$ cat src/rtl/ldst_width_fmt_pkg.sv
package ldst_width_fmt_pkg;
    localparam int unsigned BYTE_W  = 8;
    localparam int unsigned LANES   = 4;
    localparam int unsigned WORD_W  = BYTE_W * LANES;
    localparam int unsigned OFS_W   = $clog2(LANES);
    localparam int unsigned HALF_W  = WORD_W / 2;

    typedef enum logic [1:0] {
        SZ_BYTE = 2'd0,
        SZ_HALF = 2'd1,
        SZ_WORD = 2'd2,
        SZ_DBL  = 2'd3
    } size_e;

    typedef struct packed {
        logic              valid;
        logic              fault;
        logic [WORD_W-1:0] ld0;
        logic [WORD_W-1:0] ld1;
        logic [WORD_W-1:0] wd_lo;
        logic [WORD_W-1:0] wd_hi;
        logic [LANES-1:0]  be_lo;
        logic [LANES-1:0]  be_hi;
    } rsp_t;
endpackage

$ cat src/rtl/ldst_align_chk.sv
module ldst_align_chk
    import ldst_width_fmt_pkg::*;
(
    input  logic [1:0]       size,
    input  logic [OFS_W-1:0] ofs,
    output logic             misaligned
);
    always_comb begin
        unique case (size_e'(size))
            SZ_BYTE: misaligned = 1'b0;
            SZ_HALF: misaligned = ofs[0];
            default: misaligned = (ofs != '0);
        endcase
    end
endmodule

$ cat src/rtl/ldst_load_sel.sv
module ldst_load_sel
    import ldst_width_fmt_pkg::*;
(
    input  logic [1:0]        size,
    input  logic              sign_ext,
    input  logic [OFS_W-1:0]  ofs,
    input  logic [WORD_W-1:0] rd_lo,
    input  logic [WORD_W-1:0] rd_hi,
    output logic [WORD_W-1:0] res0,
    output logic [WORD_W-1:0] res1
);
    logic [BYTE_W-1:0] lane_byte [LANES];
    logic [BYTE_W-1:0] pick_b;
    logic [HALF_W-1:0] pick_h;

    for (genvar g = 0; g < LANES; g++) begin : g_lane
        assign lane_byte[g] = rd_lo[g*BYTE_W +: BYTE_W];
    end

    assign pick_b = lane_byte[ofs];
    assign pick_h = ofs[OFS_W-1] ? rd_lo[WORD_W-1:HALF_W] : rd_lo[HALF_W-1:0];

    always_comb begin
        res1 = '0;
        unique case (size_e'(size))
            SZ_BYTE: res0 = {{(WORD_W-BYTE_W){sign_ext & pick_b[BYTE_W-1]}}, pick_b};
            SZ_HALF: res0 = {{(WORD_W-HALF_W){sign_ext & pick_h[HALF_W-1]}}, pick_h};
            SZ_WORD: res0 = rd_lo;
            default: begin
                res0 = rd_lo;
                res1 = rd_hi;
            end
        endcase
    end
endmodule

$ cat src/rtl/ldst_store_steer.sv
module ldst_store_steer
    import ldst_width_fmt_pkg::*;
(
    input  logic [1:0]        size,
    input  logic [OFS_W-1:0]  ofs,
    input  logic [WORD_W-1:0] reg0,
    input  logic [WORD_W-1:0] reg1,
    output logic [WORD_W-1:0] wd_lo,
    output logic [WORD_W-1:0] wd_hi,
    output logic [LANES-1:0]  be_lo,
    output logic [LANES-1:0]  be_hi
);
    localparam int unsigned LANES_PER_HALF = LANES / 2;

    logic is_dbl;
    assign is_dbl = (size_e'(size) == SZ_DBL);

    for (genvar g = 0; g < LANES; g++) begin : g_be
        always_comb begin
            unique case (size_e'(size))
                SZ_BYTE: be_lo[g] = (ofs == OFS_W'(g));
                SZ_HALF: be_lo[g] = ((g / LANES_PER_HALF) == int'(ofs[OFS_W-1]));
                default: be_lo[g] = 1'b1;
            endcase
        end
        assign be_hi[g] = is_dbl;
    end

    always_comb begin
        unique case (size_e'(size))
            SZ_BYTE: wd_lo = {LANES{reg0[BYTE_W-1:0]}};
            SZ_HALF: wd_lo = {2{reg0[HALF_W-1:0]}};
            default: wd_lo = reg0;
        endcase
        wd_hi = is_dbl ? reg1 : '0;
    end
endmodule

$ cat src/rtl/ldst_width_fmt.sv
module ldst_width_fmt
    import ldst_width_fmt_pkg::*;
(
    input  logic              clk,
    input  logic              rst_n,
    input  logic              req_valid,
    input  logic              req_store,
    input  logic [1:0]        req_size,
    input  logic              req_signed,
    input  logic [OFS_W-1:0]  req_byte_ofs,
    input  logic [WORD_W-1:0] req_reg0,
    input  logic [WORD_W-1:0] req_reg1,
    input  logic [WORD_W-1:0] mem_rd_lo,
    input  logic [WORD_W-1:0] mem_rd_hi,
    output logic              rsp_valid,
    output logic              rsp_fault,
    output logic [WORD_W-1:0] rsp_ld0,
    output logic [WORD_W-1:0] rsp_ld1,
    output logic [WORD_W-1:0] rsp_wdata_lo,
    output logic [WORD_W-1:0] rsp_wdata_hi,
    output logic [LANES-1:0]  rsp_be_lo,
    output logic [LANES-1:0]  rsp_be_hi
);
    logic              misal;
    logic [WORD_W-1:0] ld0_c, ld1_c, wlo_c, whi_c;
    logic [LANES-1:0]  belo_c, behi_c;
    rsp_t              rsp_d, rsp_q;

    ldst_align_chk u_align (
        .size       (req_size),
        .ofs        (req_byte_ofs),
        .misaligned (misal)
    );

    ldst_load_sel u_load (
        .size     (req_size),
        .sign_ext (req_signed),
        .ofs      (req_byte_ofs),
        .rd_lo    (mem_rd_lo),
        .rd_hi    (mem_rd_hi),
        .res0     (ld0_c),
        .res1     (ld1_c)
    );

    ldst_store_steer u_store (
        .size  (req_size),
        .ofs   (req_byte_ofs),
        .reg0  (req_reg0),
        .reg1  (req_reg1),
        .wd_lo (wlo_c),
        .wd_hi (whi_c),
        .be_lo (belo_c),
        .be_hi (behi_c)
    );

    always_comb begin
        rsp_d       = '0;
        rsp_d.valid = req_valid;
        if (req_valid) begin
            rsp_d.fault = misal;
            if (!misal) begin
                if (req_store) begin
                    rsp_d.wd_lo = wlo_c;
                    rsp_d.wd_hi = whi_c;
                    rsp_d.be_lo = belo_c;
                    rsp_d.be_hi = behi_c;
                end else begin
                    rsp_d.ld0 = ld0_c;
                    rsp_d.ld1 = ld1_c;
                end
            end
        end
    end

    always_ff @(posedge clk) begin
        if (!rst_n) rsp_q <= '0;
        else        rsp_q <= rsp_d;
    end

    assign rsp_valid    = rsp_q.valid;
    assign rsp_fault    = rsp_q.fault;
    assign rsp_ld0      = rsp_q.ld0;
    assign rsp_ld1      = rsp_q.ld1;
    assign rsp_wdata_lo = rsp_q.wd_lo;
    assign rsp_wdata_hi = rsp_q.wd_hi;
    assign rsp_be_lo    = rsp_q.be_lo;
    assign rsp_be_hi    = rsp_q.be_hi;
endmodule

$ cat config.mk
export PLATFORM = sky130hd
export DESIGN_NAME = ldst_width_fmt
export DESIGN_NICKNAME = d
export VERILOG_FILES = /design/src/rtl/ldst_width_fmt_pkg.sv /design/src/rtl/ldst_align_chk.sv /design/src/rtl/ldst_load_sel.sv /design/src/rtl/ldst_store_steer.sv /design/src/rtl/ldst_width_fmt.sv
export SDC_FILE = /design/constraint.sdc
export NUM_CORES = 1
export LEC_CHECK = 0
export CAP_MARGIN = 20
export CORE_AREA = 8 8 119 121
export CTS_BUF_LIST = sky130_fd_sc_hd__clkbuf_4 sky130_fd_sc_hd__clkbuf_8 sky130_fd_sc_hd__clkbuf_16
export DETAILED_ROUTE_END_ITERATION = 10
export DIE_AREA = 0 0 127 129
export PLACE_DENSITY = 0.78
export RECOVER_POWER = 50
export SLEW_MARGIN = 20
export SYNTH_ARGS = -nofsm -noshare
export SYNTH_HDL_FRONTEND = slang
export SYNTH_SLANG_ARGS = --single-unit
$ cat constraint.sdc
create_clock -name clk -period 2.56 [get_ports clk]
set_clock_uncertainty 0.15 [all_clocks]
set_input_delay 0.512 -clock clk [delete_from_list [all_inputs] [get_ports clk]]
set_output_delay 0.512 -clock clk [all_outputs]
set_load 0.02 [all_outputs]
==> impl_metrics.tcl, run 1 <==
set metrics [dict create \
    cts_buffers 17 \
    hp-class "input pin to flop" \
    final_cells 854 \
    clock.fmax_mhz 425 \
    setup_viol 0 \
    syn-num-nets 547 \
    num_vias 4059 \
    grt_overflow_total 0 \
    power_density_nw_per_um2 685 \
    clkTransAtPathRegs_ns 0.06 \
    hold_depth 2 \
    hp-start "mem_rd_hi[8]" \
    wire_per_inst_um 18.3 \
    layout.nets 828 \
    fin_crit_ns 2.35 \
    cts_buffer_depth 2 \
    hold_viol_final 0 \
    required_ns 2.76 \
    use_met2 0.328 \
    area_growth_pct 81.7 \
    ys_dominant_reg_cell "dfxtp_1" \
    drc 0 \
    wl_um 15600 \
    max_slew_margin 0.359 \
    multi_input_comb_area_um2 1530 \
    min_to "rsp_ld1[8]$_SDFF_PP0_" \
    hpwl_um 12100 \
    post-route-period-util 0.920 \
    synth_cell_types 31 \
    drtIter0Drc 185 \
    use_met3 0.107 \
    insertedDiodeCount 0 \
    port_buffers 274 \
    synth_warnings 0 \
    grt_pass1_wl_um 23500 \
    postLayoutCoreUtil 0.650 \
    die_h_um 129 \
    power.leakage_nw 3.56 \
    initial_core_util 0.358 \
    drive_gt1_frac 0.0909 \
    netlist_area_um2 4410 \
    ant_nets 0 \
    grtUsageMet1 0.181 \
    antenna_found_initial 0 \
    synth_edf_count 0 \
    synth_area_per_cell_um2 10.7 \
    whs_ns 0.507 \
    ys_ff_latch 135 \
    rows 41 \
    worst_setup_path_end_kind "flop" \
    cts_sinks 135 \
    place_inst 822 \
    worstMarginPinSlew_ns 0.962 \
    p_total_mw 5.48 \
    grt-busiest-layer "met2" \
    post_cts_resized 0 \
    path_class "input pin to flop" \
    seqCellArea_um2 2700 \
    cts_tree "built" \
    drv_slew 0 \
    vias_per_cell 4.75 \
    core-area_um2 12300 \
    dr.pass1.iters 5 \
    io_pins 275 \
    worstPathArrival_ns 2.55 \
    grt_use_total 0.188 \
    maxCapViolations 0 \
    crit_fanout 9 \
    h-tree-depth 4 \
    die_x_um 127 \
    die_area_um2 16400 \
    status "complete, no violations" \
    grt_pass1_vias 4400 \
    yosysSeqAreaShare 0.613 \
    cts_setup_buffers 0 \
    hold_buffers 0 \
    critPathLaunchType "input pin" \
    clockRootBuffer "clkbuf_16" \
    rsz0062_at_grt "no" \
    grt_max_degree 34 \
    peakVddDrop_uv 535 \
    synthArstFlopShare 0 \
    fillers 981 \
    syn_inst 410 \
    place_congestion 0.774 \
]
## through the flow
step / area [µm²] / setup TNS (ns) / setup WS [ns]
6_report: 8000 / 0 / 0.205
5_1_grt: 8000 / 0 / 0.100
4_1_cts: 8040 / 0 / 0.249
3_5_place_dp: 7340 / -3.91 / -0.197
3_3_place_gp: 7340 / -1.06 / -0.0592
2_1_floorplan: 4410 / 0 / 0.567
## area by class of cell
| type | instances | share of cell area |
|---|---|---|
| well taps | 150 | 0.0235 |
| inverters | 8 | 0.00375 |
| clock buffers | 17 | 0.0532 |
| repair buffers | 291 | 0.357 |
| clock inverters | 15 | 0.0342 |
| multi-input cells | 238 | 0.191 |
| flip-flops and latches | 135 | 0.338 |
## layout by cell type (no fill, tap or decap), drive strengths merged, types with 4 or more instances in the layout
cell	synthesis	routed
buf	13	13
nand2	19	19
dlygate4sd3	0	80
clkdlybuf4s50	0	194
and2	74	74
a22oi	8	8
mux2i	17	17
a21o	17	17
clkbuf	16	21
nor2	42	42
dfxtp	135	135
mux2	8	8
a222oi	7	7
clkinv	0	4
a21oi	26	26
nor3	6	6
bufinv	0	7
inv	8	10
## how the worst max path moves through the flow
stage               startpoint                      to  slack, ns  depth (start not counted)
3_3_place_gp   req_byte_ofs[1]  rsp_ld0[17]$_SDFF_PP0_      -0.06                          5
3_5_place_dp   req_byte_ofs[1]  rsp_ld0[21]$_SDFF_PP0_      -0.20                          5
2_1_floorplan  req_byte_ofs[1]  rsp_ld0[15]$_SDFF_PP0_       0.57                          5
4_1_cts        req_byte_ofs[1]  rsp_ld0[19]$_SDFF_PP0_       0.25                          5
5_1_grt        req_byte_ofs[1]   rsp_ld0[2]$_SDFF_PP0_       0.10                          6
6_report       req_byte_ofs[1]   rsp_ld0[0]$_SDFF_PP0_       0.21                          6
## cells in the mapped netlist (6+ instances only)
library cell,count,area (µm²)
dfxtp_1,135,2700
mux2i_1,17,170
a222oi_1,7,70.1
nand2_1,19,71.3
a22oi_1,8,60.1
a21o_1,17,128
inv_1,8,30.0
nor2_1,41,154
mux2_2,8,90.1
nor3_1,6,30.0
buf_2,6,30.0
a21oi_1,25,125
clkbuf_1,16,60.1
and2_1,74,463
## worst max-delay path, cell delays in order
cell and delay [ns]:
clkdlybuf4s50_1 0.64, buf_4 0.24, inv_1 0.07, nor3_1 0.69, a222oi_1 0.26, nor2_1 0.13
## power by group
group	switching [mW]	internal (mW)
combinational	0.198	0.294
clock	0.920	1.93
sequential	0.00701	2.13
total	1.12	4.35
## state kept, by name, summed over array words and instances (netlist names)
register	cells
rsp_ld0	32
rsp_ld1	32
rsp_wdata_hi	32
rsp_wdata_lo	32
rsp_be_lo	4
rsp_be_hi	1
rsp_fault	1
rsp_valid	1
## metal layers
layer / part of all wire / vias to the layer above
li1: - / 1913
met4: 0.017 / 0
met5: 0 / -
met3: 0.13 / 25
met2: 0.51 / 226
met1: 0.35 / 1895
## kinds of logic after synthesis
logic type | share of synthesized area
buf+inv | 0.0409
mux | 0.0642
compound gates | 0.105
flops | 0.613
simple gates | 0.173
xor+xnor | 0.00398
(Power assumes the default switching activity.)
==> inputs of run 2 (changes only) <==
ABC_CLOCK_PERIOD_IN_PS = 2500   (was not set)
CORE_AREA = 8 8 127 129   (was 8 8 119 121)
DIE_AREA = 0 0 135 137   (was 0 0 127 129)
SYNTH_HIERARCHICAL = 1   (was not set)
clock period = 2.5 ns   (was 2.56 ns; I/O delays follow)
==> run 2 against run 1 <==
Sequential cell count is 3 higher; first-iteration DRC count increased by 94%; synthesized cell count grew 30%; clock power shrank 3%; clock-buffer cell count increased by 1; non-clock buffer count decreased by 2.
==> impl_metrics.tcl, run 2 <==
set metrics [dict create \
    status "complete, no violations" \
    cts_buffer_depth 2 \
    critPathLaunchType "input pin" \
    wl_um 17500 \
    clock.fmax_mhz 455 \
    power_density_nw_per_um2 637 \
    vias_per_cell 4.78 \
    peakVddDrop_uv 365 \
    postLayoutCellArea_um2 8900 \
    path_buf_inv 1 \
    post_dp_cell_area_um2 8240 \
    hp-class "input pin to flop" \
    rsz0062_at_grt "no" \
    hold_viol_final 0 \
    syn-num-nets 670 \
    clockRootBuffer "clkbuf_16" \
    yosysSeqAreaShare 0.501 \
    cts_buffers 17 \
    antenna_found_initial 2 \
    core-area_um2 14200 \
    grt_max_degree 73 \
    initial_core_util 0.389 \
    required_ns 2.65 \
    min_to "rsp_ld0[23]$_SDFF_PP0_" \
    slowest_stage "dlygate4sd3_1" \
    grt_overflow_total 0 \
    die_area_um2 18500 \
    worstPathArrival_ns 2.35 \
    cts_tree "built" \
    worstMarginPinSlew_ns 0.498 \
    synth_edf_count 0 \
    die_h_um 137 \
    place_congestion 0.835 \
    ant_nets 0 \
    drtIter0Drc 359 \
    cts_sinks 138 \
    rows 44 \
    yosys.area.top_type "dfxtp_1" \
    insertedDiodeCount 0 \
    drc 0 \
    fin_crit_ns 2.20 \
    worst_setup_path_end_kind "flop" \
    synthArstFlopShare 0 \
    setup_viol 0 \
    path_class "input pin to flop" \
    die_x_um 135 \
    final_common_cell "clkdlybuf4s50_1" \
    max_slew_margin 0.666 \
    grt_pass1_vias 4981 \
    grt_pass1_wl_um 26700 \
    tns_ns 0 \
    ys_ff_latch 138 \
    maxCapViolations 0 \
    clkTransAtPathRegs_ns 0.06 \
    drive_gt1_frac 0.111 \
    postLayoutCoreUtil 0.626 \
    path_cells "dlygate4sd3_1 -> mux4_2 -> nor3b_4 -> a221o_1 -> and2_1" \
    ys_top_cells_by_count "138 x and2_1, 138 x dfxtp_1, 65 x and3_1, 33 x nand2_1, 17 x mux2i_1" \
    post-route-period-util 0.879 \
    syn_inst 533 \
    post_cts_resized 0 \
    crit_family "buffers and inverters" \
    ys_dominant_reg_cell "dfxtp_1" \
    hold_depth 4 \
    port_buffers 274 \
    dr.pass1.iters 6 \
    synth_warnings 6 \
    synth_top_area_frac 0.501 \
    io_pins 275 \
    synth_area_per_cell_um2 10.4 \
    grt_use_total 0.186 \
    hold_buffers 0 \
    most-common-layout-cells "247 x clkdlybuf4s50_1, 138 x dfxtp_1, 115 x and2_1, 65 x and3_1, 33 x nand2_1" \
    worstSetupPathDepth 5 \
    wire_per_inst_um 17.8 \
    num_vias 4700 \
    synth_cell_types 37 \
    cpPeakStageDelay_ns 0.68 \
    cts_setup_buffers 0 \
    hp-start "req_size[1]" \
    netlist_area_um2 5520 \
    drv_slew 0 \
    h-tree-depth 4 \
    synthTopCellsByArea "dfxtp_1 50%, and2_1 16%, and3_1 7.4%" \
    crit_fanout 8 \
    area_growth_pct 61.2 \
    power.leakage_nw 3.82 \
    p_total_mw 5.66 \
    hpwl_um 13000 \
    layout.nets 923 \
]
run 2: kinds of logic (layout without fill, tap and decap cells):
family          Yosys count  after routing  synth area share
compound gates           54             54            0.0780
buf+inv                  57            323            0.0730
flops                   138            138             0.501
mux                      35             35            0.0750
simple gates            249            249             0.273
run 2: report_power, final:
group	switching, mW	internal [mW]	total (mW)
combinational	0.271	0.383	0.654
sequential	0.00804	2.23	2.24
clock	0.969	1.80	2.77
run 2: how the worst max path moves through the flow:
stage,end,slack (ns),from
floorplan,rsp_ld0[10]$_SDFF_PP0_,0.73,req_byte_ofs[0]
detailed placement,rsp_ld0[11]$_SDFF_PP0_,-0.03,req_byte_ofs[0]
global route,rsp_ld0[7]$_SDFF_PP0_,0.26,req_byte_ofs[0]
global placement,rsp_ld0[15]$_SDFF_PP0_,0.02,req_byte_ofs[0]
CTS,rsp_ld0[14]$_SDFF_PP0_,0.39,req_byte_ofs[0]
finish,rsp_ld0[14]$_SDFF_PP0_,0.30,req_byte_ofs[0]
run 2: final cells by class:
| cell class | count | area, µm² |
|---|---|---|
| tap | 184 | 230 |
| timing repair buffer | 289 | 2890 |
| multi-input combinational | 338 | 2350 |
| inverter | 2 | 7.51 |
| clock buffer | 18 | 439 |
| clock inverter | 14 | 216 |
| sequential | 138 | 2760 |
| fill | 1131 | 5310 |
run 2: routing by layer:
layer	GRT usage	vias up	routed length (µm)
li1	-	2272	-
met1	0.200	2156	6740
met2	0.311	243	8430
met3	0.0899	25	2030
met4	0.0709	4	243
met5	0	-	24
run 2: metrics by stage:
step / setup slack (ns) / std cells / hold WS, ns
after CTS: 0.394 / 983 / 0.383
after global placement: 0.0155 / 951 / 0.825
after global routing: 0.260 / 983 / 0.429
final: 0.303 / 983 / 0.394
after detailed placement: -0.0265 / 951 / 0.809
after floorplan: 0.730 / 533 / 0.472
==> inputs of run 3 (changes only) <==
CORE_AREA = 8 8 119 121   (was 8 8 127 129)
DIE_AREA = 0 0 127 129   (was 0 0 135 137)
SYNTH_HIERARCHICAL = not set   (was 1)
==> run 3 against run 2 <==
Core utilization is 1.3 points higher; worst setup slack worse by 0.17 ns; final cell count decreased by 13%; fmax down 7.3%; via count shrank 15%; sequential share of layout area increased by 3.3 points; clock-buffer cell count is 5 higher; final area decreased by 11%; total power shrank 11%; highest routed layer is now met4.
==> impl_metrics.tcl, run 3 (synthesis results as in run 1) <==
set metrics [dict create \
    seq_power_share 0.433 \
    clockRootBuffer "clkbuf_16" \
    final_common_cell "clkdlybuf4s50_1" \
    antenna_found_initial 0 \
    cts_setup_buffers 0 \
    swShare 0.215 \
    grt_pass1_wl_um 22500 \
    setup_viol 0 \
    drive_gt1_frac 0.0910 \
    layout.nets 828 \
    vias_per_cell 4.66 \
    most-common-layout-cells "191 x clkdlybuf4s50_1, 135 x dfxtp_1, 83 x dlygate4sd3_1, 67 x and2_1, 41 x nor2_1" \
    worstMarginPinSlew_ns 0.995 \
    fillers 962 \
    clkPwrFrac 0.468 \
    rows 41 \
    cts_sinks 135 \
    max_slew_margin 0.334 \
    grt_max_degree 34 \
    seqCellArea_um2 2700 \
    critPathLaunchType "input pin" \
    wire_per_inst_um 17.8 \
    place_congestion 0.779 \
    status "complete, no violations" \
    switchingPower_mw 1.08 \
    grt_use_total 0.182 \
    wl_um 15200 \
    path_class "input pin to flop" \
    io_pins 275 \
    post_cts_resized 0 \
    drc 0 \
    required_ns 2.69 \
    die_h_um 129 \
    tns_ns 0 \
    power_density_nw_per_um2 641 \
    rsz0062_at_grt "no" \
    h-tree-depth 4 \
    num_vias 3974 \
    multi_input_comb_area_um2 1520 \
    initial_core_util 0.358 \
    maxCapViolations 0 \
    power.leakage_nw 3.53 \
    ant_nets 0 \
    die_area_um2 16400 \
    dp_slack_ns -0.249 \
    post-route-period-util 0.948 \
    fin_crit_ns 2.37 \
    grt_overflow_total 0 \
    cts_buffers 17 \
    grt_pass1_vias 4193 \
    area_growth_pct 78.8 \
    hpwl_um 11900 \
    cts_buffer_depth 2 \
    setup_slack_ns 0.131 \
    die_x_um 127 \
    drv_slew 0 \
    clkTransAtPathRegs_ns 0.06 \
    peakVddDrop_uv 396 \
    dr.pass1.iters 5 \
    hold_buffers 0 \
    hold_viol_final 0 \
    port_buffers 274 \
    drtIter0Drc 190 \
    cts_tree "built" \
    clock.fmax_mhz 422 \
    insertedDiodeCount 0 \
    worstPathArrival_ns 2.56 \
    core-area_um2 12300 \
    crit_fanout 7 \
    pwr-share-comb 0.099 \
    intPower_mw 3.96 \
    worst_setup_path_end_kind "flop" \
    hp-class "input pin to flop" \
]
==> run 3: stage by stage <==
stage | hold slack [ns] | instances | area (µm²) | utilization | total power, mW
final | 0.494 | 853 | 7880 | 0.640 | 5.05
after global routing | 0.481 | 853 | 7880 | 0.640 | 5.23
after CTS | 0.473 | 853 | 7910 | 0.643 | 5.11
after detailed placement | 0.918 | 822 | 7340 | 0.596 | 2.74
after global placement | 0.915 | 822 | 7340 | 0.596 | 2.73
after floorplan | 0.460 | 410 | 4410 | - | 2.41
==> run 3: routing by layer <==
layer,vias up,wire (µm),global-route usage
met3,20,1650,0.0927
met4,0,260,0.0770
met1,1833,5850,0.186
met5,-,0,0
li1,1909,-,-
met2,212,7410,0.308
==> run 3: area by class of cell <==
class                           instances  area share
Tap cell                              150      0.0238
Inverter                                8     0.00381
Clock inverter                          8     0.00921
Sequential cell                       135       0.343
Clock buffer                           23      0.0629
Timing Repair Buffer                  291       0.364
Multi-Input combinational cell        238       0.193
==> run 3: final timing paths <==
check,slack [ns],startpoint,endpoint,cells past startpoint
max,0.13,req_byte_ofs[1],rsp_ld0[2]$_SDFF_PP0_,6
min,0.49,mem_rd_hi[23],rsp_ld1[23]$_SDFF_PP0_,2
==> run 3: critical path, stage by stage <==
cell	delay, ns
clkdlybuf4s50_1	0.63
buf_4	0.21
inv_1	0.06
nor3_1	0.73
a222oi_1	0.27
nor2_1	0.16
==> run 3: power groups by stage <==
stage	Clock (mW)	Combinational, mW	Sequential, mW
final	2.36	0.499	2.19
after global routing	2.51	0.532	2.19
after CTS	2.42	0.507	2.19
after detailed placement	0	0.505	2.23
after global placement	0	0.497	2.23
after floorplan	0	0.143	2.27
